[src/rtl/spi_master_pkg.sv]
package spi_master_pkg;

  typedef enum logic [1:0] {
    ENG_IDLE = 2'd0,
    ENG_RUN  = 2'd1,
    ENG_DONE = 2'd2
  } eng_state_e;

endpackage

[src/rtl/spi_tx_slots.sv]
module spi_tx_slots #(
  parameter int W = 8
) (
  input  logic         clk,
  input  logic         rst_n,
  input  logic         push,
  input  logic [W-1:0] push_data,
  input  logic         pop,
  output logic [W-1:0] head,
  output logic         avail,
  output logic         full
);

  logic [W-1:0] slot0, slot1;
  logic [1:0]   cnt;

  always_ff @(posedge clk or negedge rst_n) begin
    if (!rst_n) begin
      slot0 <= '0;
      slot1 <= '0;
      cnt   <= 2'd0;
    end else begin
      unique case ({push, pop})
        2'b01: begin
          slot0 <= slot1;
          cnt   <= cnt - 2'd1;
        end
        2'b10: begin
          if (cnt == 2'd0) slot0 <= push_data;
          else             slot1 <= push_data;
          cnt <= cnt + 2'd1;
        end
        2'b11: begin
          // pop needs one entry, push needs a free one: count is 1 here
          slot0 <= push_data;
        end
        default: ;
      endcase
    end
  end

  assign head  = slot0;
  assign avail = (cnt != 2'd0);
  assign full  = (cnt == 2'd2);

endmodule

[src/rtl/spi_rx_stages.sv]
module spi_rx_stages #(
  parameter int W = 8
) (
  input  logic         clk,
  input  logic         rst_n,
  input  logic         push,
  input  logic [W-1:0] push_data,
  input  logic         take,
  output logic         vis_valid,
  output logic [W-1:0] vis_data,
  output logic         hold_valid,
  output logic         new_vis
);

  logic [W-1:0] hold_data;
  logic         pop;

  assign pop = take && vis_valid;

  always_ff @(posedge clk or negedge rst_n) begin
    if (!rst_n) begin
      vis_valid  <= 1'b0;
      vis_data   <= '0;
      hold_valid <= 1'b0;
      hold_data  <= '0;
      new_vis    <= 1'b0;
    end else begin
      new_vis <= 1'b0;
      if (pop) begin
        if (hold_valid) begin
          vis_data <= hold_data;
          new_vis  <= 1'b1;
          if (push) hold_data  <= push_data;
          else      hold_valid <= 1'b0;
        end else if (push) begin
          vis_data <= push_data;
          new_vis  <= 1'b1;
        end else begin
          vis_valid <= 1'b0;
        end
      end else if (push) begin
        if (!vis_valid) begin
          vis_valid <= 1'b1;
          vis_data  <= push_data;
          new_vis   <= 1'b1;
        end else begin
          hold_valid <= 1'b1;
          hold_data  <= push_data;
        end
      end
    end
  end

endmodule

[src/rtl/spi_shift_engine.sv]
module spi_shift_engine
  import spi_master_pkg::*;
#(
  parameter int W     = 8,
  parameter int DIV_W = 8
) (
  input  logic             clk,
  input  logic             rst_n,
  input  logic             enable,
  input  logic             cpol,
  input  logic             cpha,
  input  logic             lsb_first,
  input  logic [DIV_W-1:0] clk_div,
  input  logic             tx_avail,
  input  logic [W-1:0]     tx_head,
  output logic             tx_pop,
  input  logic             rx_blocked,
  output logic             rx_push,
  output logic [W-1:0]     rx_byte,
  output logic             busy,
  output logic             sck,
  output logic             mosi,
  input  logic             miso
);

  localparam int EDGES = 2 * W;
  localparam int EW    = $clog2(EDGES);
  localparam logic [EW-1:0] LAST_EDGE = EW'(EDGES - 1);

  eng_state_e       state;
  logic [DIV_W-1:0] hc;
  logic [EW-1:0]    ec;
  logic [W-1:0]     tx_sr, rx_sr, load_byte;
  logic             sck_r, mosi_r;
  logic             tick, leading, sample_edge, last_edge, start;

  function automatic logic [W-1:0] flip(input logic [W-1:0] v);
    logic [W-1:0] r;
    for (int i = 0; i < W; i++) r[i] = v[W-1-i];
    return r;
  endfunction

  assign start       = (state == ENG_IDLE) && enable && tx_avail && !rx_blocked;
  assign tx_pop      = start;
  assign load_byte   = lsb_first ? flip(tx_head) : tx_head;
  assign tick        = (hc == clk_div);
  assign leading     = ~ec[0];
  assign sample_edge = cpha ? ~leading : leading;
  assign last_edge   = (ec == LAST_EDGE);

  always_ff @(posedge clk or negedge rst_n) begin
    if (!rst_n) begin
      state  <= ENG_IDLE;
      hc     <= '0;
      ec     <= '0;
      tx_sr  <= '0;
      rx_sr  <= '0;
      sck_r  <= 1'b0;
      mosi_r <= 1'b0;
    end else begin
      unique case (state)
        ENG_IDLE: begin
          if (start) begin
            state <= ENG_RUN;
            hc    <= '0;
            ec    <= '0;
            sck_r <= cpol;
            if (!cpha) begin
              mosi_r <= load_byte[W-1];
              tx_sr  <= load_byte << 1;
            end else begin
              mosi_r <= 1'b0;
              tx_sr  <= load_byte;
            end
          end
        end
        ENG_RUN: begin
          if (tick) begin
            hc    <= '0;
            ec    <= ec + 1'b1;
            sck_r <= ~sck_r;
            if (sample_edge) begin
              rx_sr <= {rx_sr[W-2:0], miso};
            end else if (!last_edge) begin
              mosi_r <= tx_sr[W-1];
              tx_sr  <= tx_sr << 1;
            end
            if (last_edge) state <= ENG_DONE;
          end else begin
            hc <= hc + 1'b1;
          end
        end
        default: state <= ENG_IDLE;
      endcase
    end
  end

  assign rx_push = (state == ENG_DONE);
  assign rx_byte = lsb_first ? flip(rx_sr) : rx_sr;
  assign busy    = (state != ENG_IDLE);
  assign sck     = busy ? sck_r : cpol;
  assign mosi    = busy & mosi_r;

endmodule

[src/rtl/spi_byte_master.sv]
module spi_byte_master #(
  parameter int W     = 8,
  parameter int DIV_W = 8
) (
  input  logic             clk,
  input  logic             rst_n,
  input  logic             enable,
  input  logic             cpol,
  input  logic             cpha,
  input  logic             lsb_first,
  input  logic [DIV_W-1:0] clk_div,
  input  logic             tx_valid,
  output logic             tx_ready,
  input  logic [W-1:0]     tx_data,
  output logic             rx_valid,
  input  logic             rx_ready,
  output logic [W-1:0]     rx_data,
  output logic             rx_event,
  output logic             sck,
  output logic             mosi,
  input  logic             miso
);

  logic         tx_push, tx_pop, tx_avail, tx_full;
  logic [W-1:0] tx_head;
  logic         rx_push, rx_hold_valid, rx_blocked, eng_busy;
  logic [W-1:0] rx_byte;

  assign tx_ready   = enable && !tx_full;
  assign tx_push    = tx_valid && tx_ready;
  assign rx_blocked = rx_valid && rx_hold_valid;

  spi_tx_slots #(.W(W)) u_tx (
    .clk       (clk),
    .rst_n     (rst_n),
    .push      (tx_push),
    .push_data (tx_data),
    .pop       (tx_pop),
    .head      (tx_head),
    .avail     (tx_avail),
    .full      (tx_full)
  );

  spi_shift_engine #(.W(W), .DIV_W(DIV_W)) u_eng (
    .clk        (clk),
    .rst_n      (rst_n),
    .enable     (enable),
    .cpol       (cpol),
    .cpha       (cpha),
    .lsb_first  (lsb_first),
    .clk_div    (clk_div),
    .tx_avail   (tx_avail),
    .tx_head    (tx_head),
    .tx_pop     (tx_pop),
    .rx_blocked (rx_blocked),
    .rx_push    (rx_push),
    .rx_byte    (rx_byte),
    .busy       (eng_busy),
    .sck        (sck),
    .mosi       (mosi),
    .miso       (miso)
  );

  spi_rx_stages #(.W(W)) u_rx (
    .clk        (clk),
    .rst_n      (rst_n),
    .push       (rx_push),
    .push_data  (rx_byte),
    .take       (rx_ready),
    .vis_valid  (rx_valid),
    .vis_data   (rx_data),
    .hold_valid (rx_hold_valid),
    .new_vis    (rx_event)
  );

endmodule

[config.mk]
export PLATFORM = sky130hd
export DESIGN_NAME = spi_byte_master
export DESIGN_NICKNAME = d
export VERILOG_FILES = /design/src/rtl/spi_master_pkg.sv /design/src/rtl/spi_tx_slots.sv /design/src/rtl/spi_rx_stages.sv /design/src/rtl/spi_shift_engine.sv /design/src/rtl/spi_byte_master.sv
export SDC_FILE = /design/constraint.sdc
export NUM_CORES = 1
export LEC_CHECK = 0
export ABC_AREA = 1
export CORE_MARGIN = 2
export CORE_UTILIZATION = 40
export DETAILED_ROUTE_END_ITERATION = 6
export DONT_BUFFER_PORTS = 1
export GPL_TIMING_DRIVEN = 1
export PLACE_DENSITY = 0.66
export SYNTH_ARGS = -nofsm -noshare
export SYNTH_HDL_FRONTEND = slang
export SYNTH_SLANG_ARGS = --single-unit
[constraint.sdc]
create_clock -name clk -period 2.4 [get_ports clk]
set_input_delay 0.24 -clock clk [delete_from_list [all_inputs] [get_ports clk]]
set_output_delay 0.24 -clock clk [all_outputs]
set_load 0.03 [all_outputs]
; ---- Word level (Yosys, flattened, before mapping)
; Index checks and enable logic that the tools add are counted.
[classes]
addsub = 4
mul = 0
n_div = 0
n_lt_le_gt_ge = 0
n_eq_ne = 19
n_shift = 0
n_mux = 54
n_bitwise = 4
reduce_logical = 30
[ops]
columns = operator, n
row1 = two-way mux 8 bit, 19
row2 = case mux 8 bit (2 select lines), 2
row3 = case mux 8 bit (3 select lines), 1
row4 = two-way mux 1 bit, 22
row5 = AND reduction 3 bit, 5
row6 = inequality test 2 bit (second input constant), 7
row7 = nonzero test 2 bit, 7
row8 = adder 8 x 1 -> 8 bit (second input constant), 1
row9 = == test 2 bit (second input constant), 4
row10 = == test 8 bit, 1
row11 = two-way mux 4 bit, 2
row12 = inequality test 2 x 1 -> 1 bit (second input constant), 4
row13 = case mux 2 bit (2 select lines), 2
row14 = case mux 4 bit (2 select lines), 1
row15 = AND reduction 2 bit, 4
row16 = logical AND 1 bit, 7
row17 = two-way mux 2 bit, 3
row18 = AND reduction 5 bit, 1
row19 = adder 4 x 1 -> 4 bit (second input constant), 1
row20 = == test 2 x 1 -> 1 bit (second input constant), 2
row21 = == test 4 bit (second input constant), 1
row22 = logical NOT 2 bit, 2
row23 = case mux 1 bit (2 select lines), 2
row24 = AND reduction 4 bit, 1
row25 = other kinds (6), 9
[word_totals]
reg_bits = 69
latch_bits = 0
ram_bits = 0
romBits = 0
input_bits = 25
output_inout_bits = 13
wordCells = 126
n_memories = 0

; ---- Depth between registers and ports, before layout
[depth]
word_depth = 7
ltp_mapped = 11
depth_no_buf = 11

; ---- Hierarchy
; From an unflattened synthesis, not the netlist that was laid out.
[hier_totals]
hier_cells = 512
area_unflattened_um2 = 3951.3
[modules_own_cells]
columns = module, instances, cells_per_inst, area_per_inst_um2, seq_area_each_um2
row1 = spi_shift_engine, 1, 280, 2089.5, 800.8
row2 = spi_tx_slots, 1, 117, 920.9, 450.4
row3 = spi_rx_stages, 1, 108, 909.6, 475.5
row4 = spi_byte_master, 1, 7, 31.3, 0.0

; ---- Least setup slack after synthesis
; No wires, ideal clock.
[synth_path]
path_type = reg2reg
from = register u_tx.cnt[0]
to = register u_tx.slot0[5], in the netlist u_tx.head[5]
setup_time_ps = 138
arrival_time_ps = 2214
t_required_ps = 2262
path_slack_ps = 48
path_stages_with_launch = 8
n_path_buf = 1
synth_period_minus_slack_ps = 2352
cell_sequence = dfrtp_1 inv_1 a21boi_0 nand2_1 ha_1 a21oi_1 clkbuf_1 a31oi_1
[synth_via]
elab_chain_len = 7
elab_cells_between_ends = 15
classes_between = 5 x eq/ne / 1 x mux / 9 x reduce/logical
[synth_rtl]
columns = element, line_no
row1 = from (decl), spi_tx_slots.sv:15  ; logic [1:0] cnt;
row2 = from (signal assigned), spi_tx_slots.sv:26  ; cnt <= cnt - 2'd1;
row3 = from (signal assigned), spi_tx_slots.sv:31  ; cnt <= cnt + 2'd1;
row4 = == test 2 bit (*), spi_tx_slots.sv:44  ; assign full = (cnt == 2'd2);
row5 = logical NOT 1 bit (*), spi_byte_master.sv:29  ; assign tx_ready = enable && !tx_full;
row6 = logical AND 1 bit (*), spi_byte_master.sv:29
row7 = net tx_ready, spi_byte_master.sv:13  ; output logic tx_ready,
row8 = logical AND 1 bit (*), spi_byte_master.sv:30  ; assign tx_push = tx_valid && tx_ready;
row9 = == test 2 bit / == test 2 x 1 -> 1 bit (equally long branches), spi_tx_slots.sv:23  ; unique case ({push, pop})
row10 = inequality test 2 x 1 -> 1 bit (no line) / nonzero test 3 bit (equally long branches), n/a
row11 = AND reduction 2 bit (no line), n/a
row12 = to (signal assigned), spi_tx_slots.sv:25  ; slot0 <= slot1;
row13 = to (signal assigned), spi_tx_slots.sv:29  ; if (cnt == 2'd0) slot0 <= push_data;
row14 = to (signal assigned), spi_tx_slots.sv:35  ; slot0 <= push_data;
row15 = to (decl), spi_tx_slots.sv:14  ; logic [W-1:0] slot0, slot1;
; The timed path passes the listed nets; every way through them passes the cells marked *.
; A chain may end at the register's enable or synchronous reset.

; ---- Final worst setup path
[layout_path]
from = register u_rx.vis_valid
to = register u_tx.slot0[5], in the netlist u_tx.head[5]
[layout_via]
elab_chain_len = 6
elab_cells_between_ends = 10
classes_between = 4 x eq/ne / 1 x mux / 5 x reduce/logical
[layout_rtl]
columns = element, line_no
row1 = from (decl), spi_rx_stages.sv:9  ; output logic vis_valid,
row2 = from (signal assigned), spi_rx_stages.sv:22  ; vis_valid <= 1'b0;
row3 = from (signal assigned), spi_rx_stages.sv:39  ; vis_valid <= 1'b0;
row4 = from (signal assigned), spi_rx_stages.sv:43  ; vis_valid <= 1'b1;
row5 = logical AND 1 bit (*), spi_byte_master.sv:31  ; assign rx_blocked = rx_valid && rx_hold_valid;
row6 = logical NOT 1 bit (*), spi_shift_engine.sv:43  ; assign start = (state == ENG_IDLE) && enable && tx_avail && !rx_blocked;
row7 = logical AND 1 bit (*), spi_shift_engine.sv:43
row8 = == test 2 bit / == test 2 x 1 -> 1 bit (equally long branches), spi_tx_slots.sv:23
row9 = inequality test 2 x 1 -> 1 bit (no line) / nonzero test 3 bit (equally long branches), n/a
row10 = AND reduction 2 bit (no line), n/a
; Mark *: on every way between the ends. The rest lies on a longest branch, timed or not.

==> flow_summary.yaml <==
run_status:
  status: "complete, no violations"
power:
  powerDensity_nw_per_um2: 984
  total_power_mw: 3.92
  ir_drop_uv: 462
  leakagePower_nw: 1.88
finish:
  area_growth_pct: 9.67
  fin_util: 0.455
  final_common_cell: "nand2_1"
  nets: 494
  drive_gt1_frac: 0.113
  num_antenna_cells: 0
  mostFrequentLayoutCells: "nand2_1, dfrtp_1, o21ai_0"
synth:
  yosys.area.top_type_share: 0.475
  synthTopCellsByArea: "dfrtp_1, nand2_1, o21ai_0"
  ys_ff_latch: 69
  synth_xor_xnor_area_share: 0.0289
  synth_cell_type_count: 34
  synth_nets: 487
  synth-adder-area-share: 0.0172
  syn_inst: 457
  synth.yosys.seq_area_share: 0.475
  synth_simple_gate_area_frac: 0.219
  yosys-mux-area-fraction: 0.00620
  avgSynthCellArea_um2: 7.95
  synth_warnings: 0
  synth_top_family_by_area: "simple AND/OR/NAND/NOR gates"
  yosys.area.top_type: "dfrtp_1"
  synth_compound_area_frac: 0.166
  syn_area_um2: 3630
timing:
  setup_viol: 0
  worst_slew_margin_rel: 0.553
  maxSlewViolCount: 0
  fin_worst_skew_ns: 0.0113
  period_share: 0.835
  finalCriticalPeriod_ns: 2.00
  hold-worst-slack_ns: 0.0443
  setup_ws_ns: 0.396
  hold_viol_final: 0
  clock.fmax_mhz: 499
  rsz0062_at_grt: "no"
  tns_ns: 0
  tightest_slew_ns: 0.671
routing:
  drtIter0Drc: 156
  ant_nets: 0
  via_per_inst: 5.01
  dr.pass1.iters: 4
  dr_total_vias: 2889
  drc: 0
  wirelength_mm: 7.08
  wl_per_cell_um: 12.3
global_routing:
  grt_first_pass_wirelength_mm: 12.5
  grt_max_degree: 70
  busiest_layer: "met2"
  use_met2: 0.236
  grt_use_met1: 0.211
  grt_pass1_vias: 2716
  grt-ovfl-total: 0
  grt_antenna_before_repair: 0
  grt_usage: 0.156
  grtUsageMet3: 0.0450
clock_tree:
  cts_resized: 0
  clk_latency_ns: 0.34
  cts_buffers: 9
  clock_sinks: 69
  clock_path_buffers: 2
  cts_tree: "built"
  h-tree-depth: 3
  cts-root-buf: "clkbuf_8"
  cts.clk_slew.worst_paths_ns: 0.08
die:
  die_area_um2: 9870
  row_count: 34
  fp.coreArea_um2: 8760
  initial_utilization: 0.415
  die_h_um: 99.3
  io_pins: 38
  die_w_um: 99.3
setup_path:
  critPathArrivalTime_ns: 2.26
  required_ns: 2.66
  critical_path.top_delay_family: "simple AND/OR/NAND/NOR gates"
  slowest_stage: "dfrtp_1"
  cp_num_buf_inv: 1
  path_cells: "nand2_1 > nand4_2 > ha_1 > a21oi_1 > buf_4 > nor2_1 > a31oi_1"
  crit_path_end_kind: "flip-flop"
  slowest_delay_ns: 0.51
  cp_max_fo: 16
  r2r_slack_ns: 0.40
  cp-start-kind: "flip-flop"
  worstSetupPathType: "reg -> reg"
place:
  dpl_worst_slack_ns: 0.396
  gp_congestion: 0.808
  dp_hpwl_mm: 4.94
  io_buffers: 0
hold_path:
  worstHoldPathType: "in -> reg"
job:
  cap_violations: 0
## cell families (layout without fill, tap and decap cells)
kind of cell    after synthesis  count (layout)
fa+ha+maj                     5               5
simple gates                185             185
buf+inv                      78              90
mux                           2               2
xor+xnor                     12              12
flops                        69              69
compound gates              106             106
## what timing repair did
item                                   4_1_cts  5_1_grt
setup buffers                                0        0
endpoints found under the hold margin       69        0
hold buffers                                 2        0
## area by class of cell
type	instances	area, um2
inverter	64	240
timing repair buffer	10	97.6
multi-input combinational	310	1590
clock buffer	9	124
sequential	69	1730
fill	852	4780
tap	108	135
clock inverter	7	75.1
## cells in the mapped netlist (all sizes together)
| cell type | number |
|---|---|
| xor2 | 7 |
| nor3 | 2 |
| ha | 5 |
| a21oi | 16 |
| clkbuf | 9 |
| nand2 | 129 |
| o22ai | 5 |
| o21ai | 75 |
| dfrtp | 69 |
| o21a | 2 |
| mux2 | 2 |
| o211ai | 4 |
| a21boi | 1 |
| inv | 64 |
| a31oi | 3 |
| nand4 | 13 |
| nor2 | 32 |
| or2 | 2 |
| xnor2 | 5 |
| buf | 5 |
| nand3 | 7 |
## through the flow
stage	instance area, um2	cells
detailed placement	3750	559
CTS	3990	577
global placement	3750	559
global route	3990	577
finish	3990	577
floorplan	3630	457
## worst register-to-register path, cell delays in order, from the launching register on
cell and delay [ns]:
dfrtp_1 0.51, nand2_1 0.30, nand4_2 0.22, ha_1 0.32, a21oi_1 0.18, buf_4 0.20, nor2_1 0.05, a31oi_1 0.15
## registers in the layout (all words and copies together), names as in the netlist
name / cells
u_tx.cnt: 2
u_eng.sck_r: 1
u_eng.ec: 4
u_eng.state: 2
u_rx.vis_data: 8
u_eng.tx_sr: 8
u_rx.vis_valid: 1
u_tx.slot1: 8
u_eng.mosi_r: 1
u_rx.hold_valid: 1
u_rx.new_vis: 1
u_eng.hc: 8
u_eng.rx_sr: 8
u_rx.hold_data: 8
u_tx.head: 8
## path summary, 6_finish.rpt
kind,startpoint,to,cells past startpoint
worst max-delay path,u_rx.vis_valid,u_tx.head[5],7
worst min-delay path,tx_data[5],u_tx.slot1[5],1
worst max register to register,u_rx.vis_valid,u_tx.head[5],7
worst min register to register,u_tx.cnt[0],u_tx.cnt[0],1
max in group asynchronous,rst_n,u_tx.head[6],2
min in group asynchronous,rst_n,u_eng.tx_sr[5],2
## per-layer routing
layer | share of wire | routed length (um) | vias up
li1 | - | - | 1481
met3 | 0.047 | 335 | 7
met2 | 0.45 | 3170 | 46
met5 | 0 | 0 | -
met1 | 0.49 | 3470 | 1355
met4 | 0.015 | 106 | 0
## power breakdown
part | switching, mW | total (mW) | leakage, nW | internal [mW]
clock | 0.464 | 0.946 | 0.0918 | 0.483
sequential | 0.199 | 1.65 | 0.903 | 1.45
combinational | 0.850 | 1.33 | 0.882 | 0.478
Note: power is estimated with default switching activity, not from simulation.
